===== src/rtl/cdiv_pkg.sv =====
package cdiv_pkg;

    // Number of divided tiers (double, base, half) and the counter that feeds them.
    localparam int TIERS = 3;
    localparam int CNT_W = TIERS + 1;
    localparam int IDX_W = $clog2(CNT_W);

    typedef struct packed {
        logic full_rate;
        logic fall_align;
    } ctl_t;

    typedef struct packed {
        logic dbl;
        logic base;
        logic half;
    } tap_t;

    // Pick the three tiers from the divider; the pre-divide shifts the taps up by one bit.
    function automatic tap_t pick_taps(input logic [CNT_W-1:0] cnt, input ctl_t c);
        tap_t t;
        logic [IDX_W-1:0] off;
        off    = c.full_rate ? IDX_W'(0) : IDX_W'(1);
        t.dbl  = cnt[off] ^ c.fall_align;
        t.base = cnt[off + IDX_W'(1)] ^ c.fall_align;
        t.half = cnt[off + IDX_W'(2)] ^ c.fall_align;
        return t;
    endfunction

endpackage


===== src/rtl/cdiv_src_pick.sv =====
module cdiv_src_pick (
    input  logic clk,
    input  logic osc_i,
    input  logic ref0_i,
    input  logic ref1_i,
    input  logic ref_pick_i,
    input  logic osc_path_i,
    output logic step_o
);
    logic ref_lvl;
    logic src_lvl;
    logic src_prev;

    assign ref_lvl = ref_pick_i ? ref1_i : ref0_i;
    assign src_lvl = osc_path_i ? osc_i : ref_lvl;

    // Both transitions of the source are active edges.
    always_ff @(posedge clk) begin
        src_prev <= src_lvl;
    end

    assign step_o = src_lvl ^ src_prev;
endmodule


===== src/rtl/cdiv_release.sv =====
module cdiv_release #(
    parameter int STAGES = 2
) (
    input  logic clk,
    input  logic arst_n,
    output logic run_o
);
    logic [STAGES-1:0] sh_q;

    always_ff @(posedge clk or negedge arst_n) begin
        if (!arst_n) begin
            sh_q <= '0;
        end else begin
            sh_q <= {sh_q[STAGES-2:0], 1'b1};
        end
    end

    assign run_o = sh_q[STAGES-1];
endmodule


===== src/rtl/cdiv_chain.sv =====
module cdiv_chain
    import cdiv_pkg::*;
#(
    parameter int W = CNT_W
) (
    input  logic         clk,
    input  logic         arst_n,
    input  logic         run_i,
    input  logic         step_i,
    input  ctl_t         req_i,
    output logic [W-1:0] cnt_o,
    output ctl_t         ctl_o
);
    logic [W-1:0] cnt_q;
    ctl_t         ctl_q;
    logic         wrap;

    assign wrap = step_i && (cnt_q == '0);

    // Down counter: a bit rises only when every lower bit rises with it.
    always_ff @(posedge clk or negedge arst_n) begin
        if (!arst_n) begin
            cnt_q <= '0;
        end else if (run_i && step_i) begin
            cnt_q <= cnt_q - 1'b1;
        end
    end

    // Controls are picked up in reset or on the wrapping edge only.
    always_ff @(posedge clk) begin
        if (!run_i || wrap) begin
            ctl_q <= req_i;
        end
    end

    assign cnt_o = cnt_q;
    assign ctl_o = ctl_q;
endmodule


===== src/rtl/clk_fanout_divider.sv =====
module clk_fanout_divider
    import cdiv_pkg::*;
#(
    parameter int NUM_BASE    = 5,
    parameter int SYNC_STAGES = 2
) (
    input  logic                clk,
    input  logic                oe_rst_n,
    input  logic                osc_i,
    input  logic                ref0_i,
    input  logic                ref1_i,
    input  logic                ref_pick_i,
    input  logic                osc_path_i,
    input  logic                full_rate_i,
    input  logic                fall_align_i,
    output logic                out_en_o,
    output logic                dbl_o,
    output logic [NUM_BASE-1:0] base_o,
    output logic                base_n_o,
    output logic                half_o
);
    logic             src_step;
    logic             run;
    ctl_t             req;
    ctl_t             ctl_q;
    logic [CNT_W-1:0] cnt_q;
    tap_t             taps;
    logic             pol_applied;
    logic             rate_applied;

    assign req.full_rate  = full_rate_i;
    assign req.fall_align = fall_align_i;

    cdiv_src_pick u_src (
        .clk        (clk),
        .osc_i      (osc_i),
        .ref0_i     (ref0_i),
        .ref1_i     (ref1_i),
        .ref_pick_i (ref_pick_i),
        .osc_path_i (osc_path_i),
        .step_o     (src_step)
    );

    cdiv_release #(.STAGES(SYNC_STAGES)) u_rel (
        .clk    (clk),
        .arst_n (oe_rst_n),
        .run_o  (run)
    );

    cdiv_chain #(.W(CNT_W)) u_chain (
        .clk    (clk),
        .arst_n (oe_rst_n),
        .run_i  (run),
        .step_i (src_step),
        .req_i  (req),
        .cnt_o  (cnt_q),
        .ctl_o  (ctl_q)
    );

    assign taps         = pick_taps(cnt_q, ctl_q);
    assign pol_applied  = ctl_q.fall_align;
    assign rate_applied = ctl_q.full_rate;

    // The enable follows the reset pin directly, with no clock in the path.
    assign out_en_o = oe_rst_n;
    assign dbl_o    = taps.dbl;
    assign half_o   = taps.half;
    assign base_n_o = ~taps.base;

    for (genvar i = 0; i < NUM_BASE; i++) begin : g_base
        assign base_o[i] = taps.base;
    end
endmodule


===== config.mk =====
export PLATFORM = sky130hd
export DESIGN_NAME = clk_fanout_divider
export DESIGN_NICKNAME = d
export VERILOG_FILES = /design/src/rtl/cdiv_pkg.sv /design/src/rtl/cdiv_src_pick.sv /design/src/rtl/cdiv_release.sv /design/src/rtl/cdiv_chain.sv /design/src/rtl/clk_fanout_divider.sv
export SDC_FILE = /design/constraint.sdc
export NUM_CORES = 1
export LEC_CHECK = 0
export BUFFER_PORTS_ARGS = -buffer_cell sky130_fd_sc_hd__buf_4
export CORE_AREA = 2 2 39 41
export DETAILED_ROUTE_END_ITERATION = 10
export DIE_AREA = 0 0 41 43
export HOLD_SLACK_MARGIN = 0.03
export PLACE_DENSITY = 0.67
export SKIP_CTS_REPAIR_TIMING = 1
export SYNTH_ARGS = -nofsm -noshare
export SYNTH_HDL_FRONTEND = slang
export SYNTH_SLANG_ARGS = --single-unit

===== constraint.sdc =====
create_clock -name clk -period 1.4 [get_ports clk]
set_clock_uncertainty 0.05 [all_clocks]
set_input_delay 0.28 -clock clk [delete_from_list [all_inputs] [get_ports clk]]
set_output_delay 0.28 -clock clk [all_outputs]
set_load 0.02 [all_outputs]

==> flow_summary.yaml <==
min_path:
  hold_end: "u_chain.ctl_o[0]"
  hp-start: "fall_align_i"
  hp-class: "primary input to register"
  holdPathStages: 1
timing:
  layout_setup_ws_ns: -0.2263
  final.period_utilization_pct: 116.2
  setup_viol: 10
  report.final.slew_viol_count: 0
  min_period_ns: 1.626
  hold_viol_final: 0
  grt_setup_unrepaired: "yes"
  fmax_ghz: 0.6149
grt:
  grt_pass1_vias: 388
  antenna_found_initial: 0
  grt_usage_pct: 12.95
  grt_pass1_wl_mm: 1.435
  grt_max_degree: 8
  grt.overflow.total: 0
floorplanning:
  fp.dieW_um: 41
  die-area_mm2: 0.001763
  fp.coreArea_mm2: 0.001384
  start_util_pct: 36.53
  fp.dieH_um: 43
  rows: 14
  ios: 18
critical_path:
  rr_endpoint: "u_chain.ctl_o[0]"
  arrival_ns: 1.30
  r2r_slack_ns: -0.05
  required_ns: 1.07
  reg2reg_depth: 4
  crit_fanout: 6
  critPathKind: "register to output port"
  worstSetupEndpointType: "output port"
  reg2reg_from: "u_chain.cnt_o[1]"
  critPathLaunchType: "register"
status:
  status: "finished, violations left"
  violations: "setup timing"
cts:
  cts_htree_levels: 1
  cts_sinks: 9
  clockBufferDepth: 2
  numCtsBuffers: 3
  path_clk_slew_ns: 0.05
  cts_tree: "built"
  clock_latency_ns: 0.25
  root_buffer: "clkbuf_4"
place:
  portBuffers: 17
  dpl.hpwl_um: 706.7
  place_area_um2: 698.2
  routabilityCongestion: 0.7456
flow_run:
  drv_cap: 0
logic_synthesis:
  ys_types: 18
  yosys_warnings: 0
  synth_top_area_share_pct: 29.70
  netlist_area_um2: 505.5
  synthCells: 44
  seq_area_frac_synth_pct: 45.54
  ys_ff_latch: 9
  yosysTopAreaCell: "dfrtp_1"
  synth.avg_cell_area_um2: 11.49
  synth_fp_nets: 55
  synthTopCellsByArea: "dfrtp_1, xnor2_1, edfxtp_1"
final_layout:
  final_area_um2: 745.7
  final_core_utilization_pct: 53.89
  layout.nets: 80
  area_delta_synth_final_pct: 47.52
  final_cell_mix: "buf_4, dfrtp_1, xnor2_1"
  diodes: 0
  drive_above_1_share_pct: 54.41
  layout_commonest_cell: "buf_4"
  nFillCells: 130
drt:
  post_drt_wl_per_cell_um: 9.643
  vias: 380
  ant_nets: 0
  viasPerCell: 4.524
  first_iter_violations: 0
  drt-pass1-iter-count: 1
  wirelength_um: 810
  drc: 0
pwr:
  p_leak_uw: 0.0003666
  p_per_area_mw_per_mm2: 1960
  peakVddDrop_uv: 682.1
[worst max path at each step]
stage / end / from / cells past startpoint / slack [ns]
global route: base_o[4] / u_chain.cnt_o[1] / 3 / -0.35
global placement: u_chain.ctl_o[0] / ref_pick_i / 5 / -0.36
floorplan: u_chain.ctl_o[0] / ref_pick_i / 4 / -0.22
detailed placement: u_chain.ctl_o[0] / ref_pick_i / 5 / -0.39
CTS: base_o[1] / u_chain.ctl_o[1] / 3 / -0.25
finish: base_o[1] / u_chain.ctl_o[1] / 3 / -0.23
[registers in the layout (all words and copies together) (netlist names)]
name	count
u_chain.ctl_o	2
u_chain.cnt_o	4
u_rel.sh_q	2
u_src.src_prev	1
[power breakdown]
group	internal [µW]	switching, µW	leakage, µW
Clock	109	80.8	0.0000150
Sequential	343	69.3	0.0000985
Combinational	425	434	0.000253
Total	877	585	0.000367
[cell type report]
type	instances	area [µm²]	area share (%)
timing repair buffer	25	193.9	26.01
sequential	9	231.5	31.04
multi-input combinational	26	259.0	34.73
tap	16	20.02	2.685
clock buffer	4	26.28	3.523
inverter	4	15.01	2.013
[worst max-delay path, cell delays in order, from the launching register on]
cell and delay, ns:
edfxtp_1 0.41, mux2i_1 0.25, xnor2_2 0.19, buf_4 0.20
[cell families after synthesis]
kind of cell	share of synthesized area [%]
compound gates	3.713
xor+xnor	13.86
fa+ha+maj	4.950
buf+inv	10.40
flops	45.54
mux	14.36
other cells	0.7419
simple gates	6.435
[metrics by stage]
step           hold slack, ns  setup slack, ns  power (µW)  instances  TNS, ns
5_1_grt                0.1414          -0.3475        1601         84   -2.950
2_1_floorplan        -0.06559          -0.2216        1005         44   -1.059
4_1_cts               -0.2347          -0.2541        1479         83   -2.211
6_report               0.1559          -0.2263        1462         84   -1.953
3_3_place_gp          0.04449          -0.3573        1265         79  -0.9550
3_5_place_dp          0.04436          -0.3850        1282         79   -1.028
[layer usage]
| layer | routed length [µm] | global-route usage, % | share of wire (%) |
|---|---|---|---|
| met5 | 0 | 0 | 0 |
| met4 | 15 | 12.00 | 1.9 |
| met3 | 61 | 3.141 | 7.5 |
| met2 | 454 | 22.50 | 56 |
| met1 | 279 | 10.47 | 34 |
[synthesized netlist by cell type]
master    instances
ha_1              2
xor2_1            1
nand3b_1          1
or3b_1            1
inv_1             4
mux2i_1           5
mux2_2            2
nor3_1            1
xnor2_1           7
dfrtp_1           6
nor2_1            1
conb_1            1
edfxtp_1          2
buf_4             5
dfxtp_1           1
and3_2            1
o21ai_0           2
o41ai_1           1
Power figures use the tool's default switching activity.
